File: src/rtl/regfile_pkg.sv
package regfile_pkg;
  localparam int NUM_REGS = 32;
  localparam int BYTE_W   = 8;
  localparam int ADDR_W   = $clog2(NUM_REGS);
  localparam int WIDE_W   = 2 * BYTE_W;
  localparam int NUM_PTRS = 3;
  localparam int PTR_BASE = NUM_REGS - 2 * NUM_PTRS;

  typedef struct packed {
    logic [NUM_REGS-1:0] byteWe;
    logic                wideSel;
    logic [BYTE_W-1:0]   loByte;
    logic [BYTE_W-1:0]   hiByte;
  } rfStrobes_t;
endpackage

File: src/rtl/rfControl.sv
module rfControl
  import regfile_pkg::*;
(
  input  logic              clk,
  input  logic              rstN,
  input  logic              wrEn,
  input  logic              wrWide,
  input  logic [ADDR_W-1:0] wrAddr,
  input  logic [WIDE_W-1:0] wrData,
  output rfStrobes_t        ctl
);
  logic [ADDR_W-1:0] evenIdx;
  logic [ADDR_W-1:0] oddIdx;

  assign evenIdx = {wrAddr[ADDR_W-1:1], 1'b0};
  assign oddIdx  = {wrAddr[ADDR_W-1:1], 1'b1};

  always_comb begin
    ctl         = '0;
    ctl.wideSel = wrWide;
    ctl.loByte  = wrData[BYTE_W-1:0];
    ctl.hiByte  = wrData[WIDE_W-1:BYTE_W];
    if (wrEn) begin
      if (wrWide) begin
        ctl.byteWe[evenIdx] = 1'b1;
        ctl.byteWe[oddIdx]  = 1'b1;
      end else begin
        ctl.byteWe[wrAddr]  = 1'b1;
      end
    end
  end


  idle_no_strobe_chk: assert property (@(posedge clk) disable iff (!rstN)
    !wrEn |-> (ctl.byteWe == '0));

  byte_one_strobe_chk: assert property (@(posedge clk) disable iff (!rstN)
    (wrEn && !wrWide) |-> ($countones(ctl.byteWe) == 1));

  wide_two_strobe_chk: assert property (@(posedge clk) disable iff (!rstN)
    (wrEn && wrWide) |-> ($countones(ctl.byteWe) == 2));
endmodule

File: src/rtl/rfDatapath.sv
module rfDatapath
  import regfile_pkg::*;
(
  input  logic                            clk,
  input  logic                            rstN,
  input  rfStrobes_t                      ctl,
  input  logic [ADDR_W-1:0]               rdAddrA,
  input  logic                            rdWideA,
  input  logic [ADDR_W-1:0]               rdAddrB,
  input  logic                            rdWideB,
  output logic [WIDE_W-1:0]               rdDataA,
  output logic [WIDE_W-1:0]               rdDataB,
  output logic [NUM_PTRS-1:0][WIDE_W-1:0] ptrBus
);
  logic [NUM_REGS-1:0][BYTE_W-1:0] regs;

  for (genvar k = 0; k < NUM_REGS; k++) begin : g_reg
    localparam bit IS_ODD = (k % 2) == 1;
    always_ff @(posedge clk or negedge rstN) begin
      if (!rstN)
        regs[k] <= '0;
      else if (ctl.byteWe[k])
        regs[k] <= (IS_ODD && ctl.wideSel) ? ctl.hiByte : ctl.loByte;
    end
  end

  function automatic logic [WIDE_W-1:0] readSel(input logic [ADDR_W-1:0] a,
                                                 input logic w);
    if (w)
      return {regs[{a[ADDR_W-1:1], 1'b1}], regs[{a[ADDR_W-1:1], 1'b0}]};
    else
      return {{BYTE_W{1'b0}}, regs[a]};
  endfunction

  assign rdDataA = readSel(rdAddrA, rdWideA);
  assign rdDataB = readSel(rdAddrB, rdWideB);

  for (genvar p = 0; p < NUM_PTRS; p++) begin : g_ptr
    assign ptrBus[p] = {regs[PTR_BASE + 2*p + 1], regs[PTR_BASE + 2*p]};
  end


  hold_when_idle_chk: assert property (@(posedge clk) disable iff (!rstN)
    (ctl.byteWe == '0) |=> $stable(regs));

  table_ptr_lo_chk: assert property (@(posedge clk) disable iff (!rstN)
    ctl.byteWe[PTR_BASE + 2*(NUM_PTRS-1)]
      |=> (ptrBus[NUM_PTRS-1][BYTE_W-1:0] == $past(ctl.loByte)));

  table_ptr_hi_chk: assert property (@(posedge clk) disable iff (!rstN)
    (ctl.byteWe[NUM_REGS-1] && ctl.wideSel)
      |=> (ptrBus[NUM_PTRS-1][WIDE_W-1:BYTE_W] == $past(ctl.hiByte)));
endmodule

File: src/rtl/pairRegFile.sv
module pairRegFile
  import regfile_pkg::*;
(
  input  logic              clk,
  input  logic              rstN,
  input  logic [ADDR_W-1:0] rdAddrA,
  input  logic              rdWideA,
  input  logic [ADDR_W-1:0] rdAddrB,
  input  logic              rdWideB,
  input  logic              wrEn,
  input  logic              wrWide,
  input  logic [ADDR_W-1:0] wrAddr,
  input  logic [WIDE_W-1:0] wrData,
  output logic [WIDE_W-1:0] rdDataA,
  output logic [WIDE_W-1:0] rdDataB,
  output logic [WIDE_W-1:0] ptrLow,
  output logic [WIDE_W-1:0] ptrMid,
  output logic [WIDE_W-1:0] ptrTable
);
  rfStrobes_t ctl;
  logic [NUM_PTRS-1:0][WIDE_W-1:0] ptrBus;

  rfControl u_ctl (
    .clk(clk), .rstN(rstN), .wrEn(wrEn), .wrWide(wrWide),
    .wrAddr(wrAddr), .wrData(wrData), .ctl(ctl)
  );

  rfDatapath u_dp (
    .clk(clk), .rstN(rstN), .ctl(ctl),
    .rdAddrA(rdAddrA), .rdWideA(rdWideA),
    .rdAddrB(rdAddrB), .rdWideB(rdWideB),
    .rdDataA(rdDataA), .rdDataB(rdDataB), .ptrBus(ptrBus)
  );

  assign ptrLow   = ptrBus[0];
  assign ptrMid   = ptrBus[1];
  assign ptrTable = ptrBus[NUM_PTRS-1];
endmodule

File: config.mk
export PLATFORM = sky130hd
export DESIGN_NAME = pairRegFile
export DESIGN_NICKNAME = d
export VERILOG_FILES = /design/src/rtl/regfile_pkg.sv /design/src/rtl/rfControl.sv /design/src/rtl/rfDatapath.sv /design/src/rtl/pairRegFile.sv
export SDC_FILE = /design/constraint.sdc
export NUM_CORES = 1
export LEC_CHECK = 0
export CAP_MARGIN = 10
export CELL_PAD_IN_SITES_DETAIL_PLACEMENT = 1
export CELL_PAD_IN_SITES_GLOBAL_PLACEMENT = 2
export CORE_MARGIN = 2
export CORE_UTILIZATION = 42
export DETAILED_ROUTE_END_ITERATION = 8
export DONT_BUFFER_PORTS = 1
export GPL_TIMING_DRIVEN = 0
export PLACE_DENSITY = 0.78
export REMOVE_ABC_BUFFERS = 1
export SLEW_MARGIN = 20
export SYNTH_ARGS = -nofsm -noshare
export SYNTH_HDL_FRONTEND = slang
export SYNTH_HIERARCHICAL = 1
export SYNTH_SLANG_ARGS = --single-unit
File: constraint.sdc
create_clock -name clk -period 3.3 [get_ports clk]
set_clock_uncertainty 0.1 [all_clocks]
set_input_delay 0.66 -clock clk [delete_from_list [all_inputs] [get_ports clk]]
set_output_delay 0.66 -clock clk [all_outputs]
set_load 0.01 [all_outputs]
* Yosys cells after proc, flatten, opt, wreduce, memory -nomap -nowiden *
Index checks and enable logic that the tools add are counted.

operators by class
  order comparisons = 12
  reduce and logical (&&, ||, !) cells = 3
  multiplexer cells = 23
  bitwise logic cells = 1

operators with widths
  kind                                                                    number
  8-bit binary-select mux with 4-bit select                               4
  8-bit binary-select mux with 5-bit select                               2
  32-bit 2-to-1 mux                                                       2
  8-bit 2-to-1 mux                                                        7
  5-bit by 6-bit < comparator with 1-bit output (second input constant)   9
  16-bit 2-to-1 mux                                                       2
  31-bit by 32-bit bitwise OR with 32-bit output                          1
  5-bit by 1-bit >= comparator with 1-bit output (second input constant)  3
  1-bit demux with 4-bit select                                           2
  1-bit demux with 5-bit select                                           1
  1-bit logical AND                                                       3
  1-bit 2-to-1 mux                                                        3

word-level totals
  word-level logic and storage cells = 71
  flip-flop bits (word level) = 256
  output and inout port bits = 80
  bits of input ports = 37

* Logic depth before layout (Yosys ltp) *
Gate-level depths: netlist of the first run.

  depth after elaboration = 7
  depth in mapped cells = 8
  gate-level depth less buffers = 4

* Modules after synthesis *
Netlist of the first run, hierarchy kept.

modules (own cells, without submodules)
  module      area an instance (sq um)  times used  sequential area each (sq um)  cells each
  rfDatapath  17,374.2                  1           6,406.1                       1,286
  rfControl   417.9                     1           0.0                           67

* Worst setup path after synthesis of the first run *
OpenSTA, ideal clock, no wires.

  kind = in2out
  start point = input port rdAddrA[3]
  end point = output port rdDataA[6]
  data arrival time = 2.484 ns
  path buffers = 4
  setup slack = 0.056 ns
  stages = 6
  data required time = 2.540 ns
  cell sequence = buf_2 buf_2 buf_2 buf_2 mux4_2 a22o_1

between the ends
  word-level cells in the longest chain between the ends = 3
  elaborated cells on any way between the ends = 5
  classes of those cells = 5 x mux

ends and longest elaborated chain
  item                                                                                                           line                                RTL
  start, declared                                                                                                pairRegFile.sv:6                    input logic [ADDR_W-1:0] rdAddrA,
  8-bit binary-select mux with 5-bit select / 8-bit binary-select mux with 4-bit select (equally long branches)  rfDatapath.sv:32, rfDatapath.sv:30
  8-bit 2-to-1 mux (on tied branches)                                                                            rfDatapath.sv:32, rfDatapath.sv:30
  16-bit 2-to-1 mux *                                                                                            rfDatapath.sv:29                    if (w)
  end, declared                                                                                                  pairRegFile.sv:14                   output logic [WIDE_W-1:0] rdDataA,

Every way passes the cells marked *; elsewhere a longest branch is shown, timed or not. The select of a mux whose other input is x is not followed.

* Worst setup path in the final report of the first run *
  start point = register u_dp.regs (netlist bit u_dp/ptrBus[31])
  end point = output port rdDataA[7]

between the ends
  word-level cells in the longest chain between the ends = 3

ends and longest elaborated chain
  item                                       line              RTL
  start, declared                            rfDatapath.sv:15  logic [NUM_REGS-1:0][BYTE_W-1:0] regs;
  start signal, assigned by index            rfDatapath.sv:23  regs[k] <= (IS_ODD && ctl.wideSel) ? ctl.hiByte : ctl.loByte;
  8-bit binary-select mux with 5-bit select  rfDatapath.sv:32  return {{BYTE_W{1'b0}}, regs[a]};
  8-bit 2-to-1 mux (not written as such)     rfDatapath.sv:32
  16-bit 2-to-1 mux                          rfDatapath.sv:29

No other way between the ends. The select of a mux whose other input is x is not followed.

==> results of run 1 <==
-- cell families after synthesis --
group,after synthesis,share of synthesized area
buffers and inverters,217,0.0637
AND/OR/NAND/NOR,255,0.0703
AO/OA/AOI/OAI,202,0.0646
flip-flops,256,0.360
multiplexers,423,0.441
-- per-layer routing --
layer  track usage  up-vias
met5             0        -
met4         0.108        0
met3        0.0666      108
met2         0.437      670
met1         0.418     6922
li1              -     4998
-- stage by stage --
step                utilization  hold slack [ns]  setup slack (ns)
global placement          0.414            0.273             -1.36
CTS                       0.457           -0.308           -0.0629
detailed placement        0.430            0.278             0.236
floorplan                     -            0.264             0.406
finish                    0.458           -0.265           -0.0367
global route              0.458           -0.278           -0.0719
-- power by group --
| part | switching [W] | internal (W) |
|---|---|---|
| Clock | 0.00151 | 0.00235 |
| Combinational | 0.00110 | 0.00215 |
| Sequential | 0.00120 | 0.00393 |
-- area by class of cell --
cell class              instances  share of cell area
inverters                       2            0.000392
clock buffers                  50              0.0545
multi-input cells             880               0.546
clock inverters                11             0.00581
repair buffers                 44              0.0230
well taps                     539              0.0352
flip-flops and latches        256               0.335
-- flip-flops by register name, summed over array words and instances (netlist names) --
signal / count
u_dp/regs: 208
u_dp/ptrBus: 48
-- layout by cell type (no fill, tap or decap), types with 8 or more instances in the layout --
cell	count
o22ai_1	32
buf_4	22
or4_1	8
nand3_1	9
mux2i_2	8
mux4_2	276
clkbuf_16	37
nand2_1	13
dfrtp_1	253
o21ai_1	9
nor2_1	133
nor2b_1	10
and2_1	19
a21oi_1	130
nand3b_1	12
mux2_2	130
nor3_2	21
buf_6	18
a22oi_1	8
-- worst max path at each step --
stage | startpoint | to | slack [ns]
2_1_floorplan | rdAddrA[1] | rdDataA[7] | 0.41
3_3_place_gp | wrEn | u_dp/ptrBus[13] | -1.36
3_5_place_dp | rdAddrA[1] | rdDataA[7] | 0.24
4_1_cts | u_dp/ptrBus[31] | rdDataA[7] | -0.06
5_1_grt | u_dp/ptrBus[31] | rdDataA[7] | -0.07
6_report | u_dp/ptrBus[31] | rdDataA[7] | -0.04
-- repair_timing --
item                                   4_1_cts  5_1_grt
endpoints found under the hold margin      256      256
setup endpoints to repair                    1        2
cloned                                       0        0
gates resized for setup                      4        2
setup buffers                                0        0
==> out/results.txt, run 1 <==
Crit path buf inv count = 0
Area post-placement = 0.0180 sq mm
R2R Path Start = u_dp/ptrBus[37]
Num rows = 75
Violated checks = negative hold slack, negative setup slack
Synth warnings = 6
Post-route ant nets = 0
Core Area = 0.0419 sq mm
Total power = 0.0122 W
Power per cell area = 639 mW/mm^2
Met3 routed WL = 5.80 mm
Total Wirelength = 62.5 mm
Vias per cell = 7.13
CTS Buffer Depth = 3
Total iterations of the first detailed-routing run = 5
Initial Util = 0.425
Multi-input gate area = 0.0105 sq mm
Final setup vio count = 1
Peak supply drop = 0.334 mV
Seq/Total Area, Yosys = 0.360
Final Slew Violations = 0
Critical path startpoint category = register
CP Class = reg2out
Crit path max-delay family = multiplexers
Async set-reset flop share out of synthesis = 1.00
Total number of vias = 12698
Post-route design area = 0.0192 sq mm
Area grow syn2layout = 7.65%
Initial detailed-routing violation count = 1472
Status = complete, but fails checks
WL met1 = 25.8 mm
Most frequent cell after synthesis = mux4_2
Total track usage = 0.292
Top cells by count, synth = 276 x mux4_2, 256 x dfrtp_1, 138 x nor2_1, 132 x mux2_2, 130 x a21oi_1
RD Place Congestion = 0.850
CP max-delay cell = mux4_2
Unrepaired setup endpoints after global routing = true
Synth Flop Type = dfrtp_1
# fillers = 4120
TNS Setup = -0.0367 ns
Diode count = 0
Headroom to the max-slew limit = 0.294
Hold Vio Cnt, Final = 256
CP Max Fanout = 5
Non-filler cells, final = 1782
CTS clk-pin slew, worst paths = 0.06 ns
Pin count of the biggest net entering global routing = 257
# placed instances = 1721
PortBufs = 0
Largest stage delay on the critical path = 0.51 ns
Io pins = 117
Inserted Clock Buffers = 34
Crit-path cells = mux4_2, mux4_2, mux2_4, mux2_4
Worst min path class = in2async
Peak Freq = 0.300 GHz
Nets = 1255
Synth top area cells = dfrtp_1 36%, mux4_2 35%, mux2_2 8.4%, a21oi_1 3.7%, nor2_1 2.9%
Post-synth EDFFs = 0
Clk sink count = 256
First-pass GRT wire length = 93.1 mm
H-tree depth = 2
Clk_lat worst skew = 0.55 ns
WP depth = 4
Top cell type by total area after synthesis = dfrtp_1
Die footprint = 0.0440 sq mm
Die Ht = 210 um
Die width = 210 um
Synth top area share = 0.360
Initial antenna violation count = 0
Highest metal used = met4
Setup slack, reg-to-reg = 2.26 ns
Fin crit period = 3.34 ns
Routed WL per cell = 35.1 um
Sequential cell area = 0.00641 sq mm
Mapped Avg Cell Area = 13.2 sq um
Root Buffer = clkbuf_16
R2R cell count = 1
Final worst path period share = 1.01
Met2 wire len = 28.7 mm
CTS tree = built
Syn Inst Count = 1353
Reg2reg end = u_dp/ptrBus[37]
Detailed Place HPWL = 41.6 mm
Crit. End Element = primary output
Worst hold slack = -0.265 ns
Setup ws final = -0.0367 ns
Crit path required time = 2.54 ns
Tightest Pin Transition = 1.04 ns
Share of cells above drive strength 1 = 0.450
Synthesized area = 0.0178 sq mm
Grt ovf = 0
Crit path DAT = 2.58 ns
Synth cell types = 41
Seq cells post-synth = 256
DRC errors left = 0
LEAKAGE = 7.15 nW
Vias in the first global route = 13135
Max Cap Viol = 0
Note: power is estimated with default switching activity, not from simulation.
==> inputs of run 2 (changes only) <==
--- a/config.mk
+++ b/config.mk
@@ -6,10 +6,10 @@
 export NUM_CORES = 1
 export LEC_CHECK = 0
 export CAP_MARGIN = 10
-export CELL_PAD_IN_SITES_DETAIL_PLACEMENT = 1
-export CELL_PAD_IN_SITES_GLOBAL_PLACEMENT = 2
+export CELL_PAD_IN_SITES_DETAIL_PLACEMENT = 0
+export CELL_PAD_IN_SITES_GLOBAL_PLACEMENT = 1
 export CORE_MARGIN = 2
-export CORE_UTILIZATION = 42
+export CORE_UTILIZATION = 49
 export DETAILED_ROUTE_END_ITERATION = 8
 export DONT_BUFFER_PORTS = 1
 export GPL_TIMING_DRIVEN = 0
==> run 2 against run 1 <==
Net effect: the flow finishes with violations (negative hold slack); critical path depth unchanged; core utilization up 7.3 points; final cell count decreased by 4.9%; count of clock-buffer cells in the layout fell by 9; sequential share of layout area rose by 0.40 points; design area is 1.1% lower; hold slack worse by 0.027 ns; global-route usage up 1.6 points; first-iteration DRC count increased by 11%; non-clock buffer count down 4; die area is 14% lower; critical path type unchanged; largest cell class unchanged; largest power group unchanged.
==> out/results.txt, run 2 (synthesis results as in run 1) <==
Crit path max-delay family = multiplexers
Largest stage delay on the critical path = 0.50 ns (about the same)
Setup crit start = u_dp/ptrBus[47]
WP depth = 4 (unchanged)
Worst min path class = in2async
Total Wirelength = 57.1 mm (-8.6%)
CTS clk-pin slew, worst paths = 0.06 ns (about the same)
Detailed Place HPWL = 37.0 mm (-11%)
Total track usage = 0.307 (+0.0157)
Crit. End Element = primary output
Clk_lat worst skew = 0.56 ns (about the same)
Top reg by flops = u_dp/regs
CP Max Fanout = 5 (unchanged)
Vias in the first global route = 12523 (-4.7%)
Post-route ant nets = 0 (unchanged)
Fin crit period = 3.30 ns (-0.0393 ns)
Peak Freq = 0.303 GHz (+1.2%)
Commonest non-fill, non-tap cell in the layout = mux4_2
Crit path buf inv count = 0 (unchanged)
Initial antenna violation count = 0 (unchanged)
Post-route design area = 0.0189 sq mm (-1.1%)
Setup bufs post-CTS = 0 (unchanged)
Initial detailed-routing violation count = 1641 (+11%)
Tightest Pin Transition = 1.24 ns (+0.201 ns)
Root Buffer = clkbuf_16
Grt ovf = 0 (unchanged)
Max Cap Viol = 0 (unchanged)
Setup slack, reg-to-reg = 2.28 ns (+0.02 ns)
Area post-placement = 0.0178 sq mm (-0.74%)
R2R cell count = 1 (unchanged)
Final Slew Violations = 0 (unchanged)
Die width = 195 um (-7.3%)
Pin count of the biggest net entering global routing = 257 (unchanged)
Routed WL per cell = 33.7 um (-3.9%)
R2R Path Start = u_dp/ptrBus[37]
Violated checks = negative hold slack
H-tree depth = 1 (-1)
Critical path startpoint category = register
Clk sink count = 256 (unchanged)
Nets = 1247 (-0.64%)
Crit path DAT = 2.54 ns (-0.04 ns)
Io pins = 117 (unchanged)
Worst hold slack = -0.291 ns (-0.0270 ns)
CP Class = reg2out
PortBufs = 0 (unchanged)
Vias per cell = 7.45 (+4.6%)
TNS Setup = 0 ns (+0.0367 ns)
Setup ws final = 0.00258 ns (+0.0393 ns)
CTS Buffer Depth = 3 (unchanged)
RD Place Congestion = 0.877 (+3.2%)
Final worst path period share = 0.999 (-0.0119)
CTS tree = built
Die footprint = 0.0378 sq mm (-14%)
Share of cells above drive strength 1 = 0.451 (+0.000849)
CP max-delay cell = mux4_2
Area grow syn2layout = 6.43%
Inserted Clock Buffers = 30 (-12%)
Crit path required time = 2.54 ns (about the same)
DRC errors left = 0 (unchanged)
Core Area = 0.0357 sq mm (-15%)
Diode count = 0 (unchanged)
Status = complete, but fails checks
First-pass GRT wire length = 85.7 mm (-7.9%)
Reg2reg end = u_dp/ptrBus[37]
Critical path endpoint = rdDataA[7]
Place WS = 0.264 ns (+0.0280 ns)
Power per cell area = 626 mW/mm^2 (-2.0%)
Most frequent cells in the layout = 276 x mux4_2, 250 x dfrtp_1, 133 x nor2_1
Total iterations of the first detailed-routing run = 6 (+1)
Headroom to the max-slew limit = 0.169 (-0.125)
Peak supply drop = 0.426 mV (+28%)
Num rows = 69 (-8.0%)
Largest register FFs = 208 (unchanged)
Initial Util = 0.499 (+0.0739)
Crit-path cells = mux4_2, mux4_2, mux2_4, mux2_4
Die Ht = 195 um (-7.3%)
Hold Vio Cnt, Final = 256 (unchanged)
Total number of vias = 12636 (-0.49%)
Unrepaired setup endpoints after global routing = true
Final setup vio count = 0 (-1)
LEAKAGE = 7.07 nW (-1.2%)
==> run 2: changes by cell type in the layout (fill, tap and decap cells not counted), sizes merged <==
cell,change
clkbuf,-9
clkinv,-1
clkinvlp,+3
bufinv,+2
buf,-4
==> run 2: per-layer routing <==
layer / up-vias / routed length [um] / GRT usage
li1: 4964 / - / -
met1: 6649 / 21300 / 0.423
met2: 860 / 25600 / 0.450
met3: 163 / 6990 / 0.0927
met4: 0 / 3180 / 0.146
met5: - / 0 / 0
==> run 2: final cells by class <==
class	count	area [sq um]
fillers	2919	16700
inverters	2	7.51
clock buffers	41	883
repair buffers	40	418
multi-input cells	880	10400
flip-flops and latches	256	6410
well taps	461	577
clock inverters	15	193
==> run 2: per-stage QoR <==
stage	utilization	instances	power (W)
after floorplan	-	1138	0.00735
after global placement	0.484	1599	0.00806
after detailed placement	0.501	1639	0.00823
after CTS	0.531	1695	0.0118
after global routing	0.531	1695	0.0124
final	0.531	1695	0.0119
==> run 2: what timing repair did <==
item	CTS	global route
setup endpoints to repair	1	1
gates resized for setup	7	1
endpoints found under the hold margin	256	256
==> run 2: power by group <==
part	internal, W	leakage (nW)	switching, W
logic	0.00215	3.48	0.00104
clock network	0.00218	0.521	0.00140
registers	0.00393	3.06	0.00116
total	0.00826	7.07	0.00360
==> run 2: worst min path at each step <==
stage / to / start / slack [ns]
2_1_floorplan: u_dp/ptrBus[0] / rstN / 0.26
3_3_place_gp: u_dp/ptrBus[28] / rstN / 0.28
3_5_place_dp: u_dp/ptrBus[28] / rstN / 0.28
4_1_cts: u_dp/ptrBus[28] / rstN / -0.31
5_1_grt: u_dp/ptrBus[20] / rstN / -0.31
6_report: u_dp/ptrBus[28] / rstN / -0.29
==> inputs of run 3 (changes only) <==
--- a/config.mk
+++ b/config.mk
@@ -8,15 +8,15 @@
 export CAP_MARGIN = 10
 export CELL_PAD_IN_SITES_DETAIL_PLACEMENT = 0
 export CELL_PAD_IN_SITES_GLOBAL_PLACEMENT = 1
+export CORE_ASPECT_RATIO = 1.4
 export CORE_MARGIN = 2
 export CORE_UTILIZATION = 49
 export DETAILED_ROUTE_END_ITERATION = 8
 export DONT_BUFFER_PORTS = 1
 export GPL_TIMING_DRIVEN = 0
-export PLACE_DENSITY = 0.78
+export PLACE_DENSITY = 0.77
 export REMOVE_ABC_BUFFERS = 1
 export SLEW_MARGIN = 20
 export SYNTH_ARGS = -nofsm -noshare
 export SYNTH_HDL_FRONTEND = slang
-export SYNTH_HIERARCHICAL = 1
 export SYNTH_SLANG_ARGS = --single-unit
==> run 3 against run 2 <==
Net effect: the run ends with negative hold slack, max-slew violations, negative setup slack left; fmax is 1.3% lower; non-clock buffer count is 8 lower; design area is 2.9% lower; sequential cell count stayed put; global-route usage hardly changed; first-iteration DRC count is 27% lower; sequential power is 2% lower; critical endpoint is now rdDataB[7]; sequential share of layout area is 1.0 points higher; hold slack worse by 0.010 ns; power is 6.4% lower.
==> out/results.txt, run 3 <==
Total track usage = 0.308 (+0.000328)
Synth warnings = 0 (-6)
Worst min path class = in2async
Crit-path cells = mux4_2, mux4_2, mux2_4, mux2_4
Area grow syn2layout = 5.66%
Total power = 0.0111 W (-6.4%)
Post-synth EDFFs = 0 (unchanged)
Crit. End Element = primary output
Final Core Density = 0.526 (-0.00515)
Hold Vio Cnt, Final = 134 (-48%)
Initial detailed-routing violation count = 1203 (-27%)
Largest stage delay on the critical path = 0.53 ns (+0.03 ns)
Fin crit period = 3.34 ns (+0.0433 ns)
Die Ht = 227 um (+17%)
Synth Flop Type = dfrtp_1
Initial antenna violation count = 0 (unchanged)
Final Slew Violations = 20 (+20)
CTS Buffer Depth = 3 (unchanged)
Crit path DAT = 2.58 ns (+0.04 ns)
Max Cap Viol = 0 (unchanged)
Seq/Total Area, Yosys = 0.368 (+0.00802)
Unrepaired setup endpoints after global routing = true
Grt ovf = 0 (unchanged)
Share of cells above drive strength 1 = 0.439 (-0.0111)
Mapped Avg Cell Area = 13.5 sq um (+2.5%)
Pin count of the biggest net entering global routing = 257 (unchanged)
Most frequent cells in the layout = 271 x mux4_2, 250 x dfrtp_1, 133 x mux2_2
Root Buffer = clkbuf_16
Initial Util = 0.498 (-0.00124)
Commonest non-fill, non-tap cell in the layout = mux4_2
RD Place Congestion = 0.841 (-4.1%)
Setup bufs post-CTS = 0 (unchanged)
Post-route design area = 0.0184 sq mm (-2.9%)
Worst hold slack = -0.302 ns (-0.0104 ns)
Total Wirelength = 55.4 mm (-3.0%)
DRC errors left = 0 (unchanged)
PortBufs = 0 (unchanged)
Total iterations of the first detailed-routing run = 5 (-1)
Crit path required time = 2.54 ns (about the same)
Area post-placement = 0.0175 sq mm (-1.8%)
Violated checks = negative hold slack, max-slew violations, negative setup slack
Most frequent cell after synthesis = mux4_2
First-pass GRT wire length = 81.5 mm (-5.0%)
Die footprint = 0.0371 sq mm (-2.1%)
Synth cell types = 33 (-20%)
Top cell type by total area after synthesis = dfrtp_1
LEAKAGE = 6.97 nW (-1.3%)
CTS tree = built
Synthesized area = 0.0174 sq mm (-2.2%)
Vias per cell = 7.20 (-3.4%)
TNS Setup = -0.0437 ns (-0.0437 ns)
Seq cells post-synth = 256 (unchanged)
Status = complete, but fails checks
Io pins = 117 (unchanged)
Vias in the first global route = 11890 (-5.1%)
Power per cell area = 603 mW/mm^2 (-3.6%)
Tightest Pin Transition = 1.51 ns (+0.269 ns)
Num rows = 81 (+17%)
Synth top area share = 0.368 (+0.00802)
Largest register FFs = 208 (unchanged)
Die width = 163 um (-16%)
Inserted Clock Buffers = 26 (-13%)
Core Area = 0.0350 sq mm (-1.9%)
Final worst path period share = 1.01 (+0.0131)
CP Max Fanout = 3 (-2)
Clk sink count = 256 (unchanged)
Headroom to the max-slew limit = -0.00573 (-0.175)
Peak supply drop = 0.372 mV (-13%)
Total number of vias = 11915 (-5.7%)
Final setup vio count = 2 (+2)
Nets = 1216 (-2.5%)
CP max-delay cell = mux4_2
Post-route ant nets = 0 (unchanged)
Routed WL per cell = 33.5 um (-0.68%)
H-tree depth = 1 (unchanged)
Synth top area cells = dfrtp_1 37%, mux4_2 35%, mux2_2 8.7%, a21oi_1 3.0%, nor2_1 2.5%
Peak Freq = 0.299 GHz (-1.3%)
CP Class = reg2out
Top cells by count, synth = 271 x mux4_2, 256 x dfrtp_1, 135 x mux2_2, 118 x nor2_1, 104 x a21oi_1
CTS clk-pin slew, worst paths = 0.07 ns (about the same)
Syn Inst Count = 1291 (-4.6%)
Setup ws final = -0.0407 ns (-0.0433 ns)
Top reg by flops = u_dp.regs
Clk_lat worst skew = 0.55 ns (about the same)
Critical path startpoint category = register
Async set-reset flop share out of synthesis = 1.00 (unchanged)
Detailed Place HPWL = 35.3 mm (-4.8%)
run 3: cell families (layout without fill, tap and decap cells):
logic type             after synthesis  in the layout  share of synthesized area
other                                0              2                          0
buffers and inverters              172             78                     0.0515
AND/OR/NAND/NOR                    236            236                     0.0631
AO/OA/AOI/OAI                      187            187                     0.0597
multiplexers                       440            440                      0.458
flip-flops                         256            256                      0.368
run 3: worst max-delay path: cells and delay by family (launching register included):
kind,cells,cell delay [ns]
muxes,4,1.62
DFF,1,0.40
run 3: area by class of cell:
cell class	instances	area [sq um]
antenna	2	5.00
clock buffer	40	774
clock inverter	6	62.6
fill	2899	16600
multi-input combinational	863	10200
sequential	256	6410
tap	456	571
timing repair buffer	32	327
run 3: power by group:
part           switching [W]  internal [W]
Combinational       0.000995       0.00210
Clock                0.00131       0.00169
Sequential           0.00109       0.00392
run 3: worst paths after layout:
path / startpoint / to / slack, ns / depth (start not counted)
max: u_dp.regs[55] / rdDataB[7] / -0.04 / 4
min: rstN / u_dp.ptrBus[44] / -0.30 / 0
max reg2reg: u_dp.ptrBus[32] / u_dp.ptrBus[32] / 2.28 / 1
min reg2reg: u_dp.regs[15] / u_dp.regs[15] / 0.42 / 2
max in group asynchronous: rstN / u_dp.regs[131] / 2.18 / 0
min in group clk: wrData[0] / u_dp.regs[176] / 0.15 / 1
run 3: metrics by stage:
step | hold WS, ns | std cells | setup WS, ns
after global placement | 0.270 | 1575 | -0.829
after detailed placement | 0.268 | 1607 | 0.0716
final | -0.302 | 1655 | -0.0407
after global routing | -0.312 | 1653 | -0.0734
after CTS | -0.314 | 1653 | -0.0115
after floorplan | 0.264 | 1119 | 0.406
run 3: repair_timing:
action	CTS	global route
endpoints found under the hold margin	256	256
endpoints found under the setup margin	1	1
gates cloned	0	0
resized for setup	8	0
run 3: routing by layer:
layer  track usage  wire (um)  vias up
met1         0.411      20300     6287
li1              -          -     4839
met5             0          0        -
met4         0.147       2930        0
met2         0.476      26300      658
met3        0.0771       5880      131
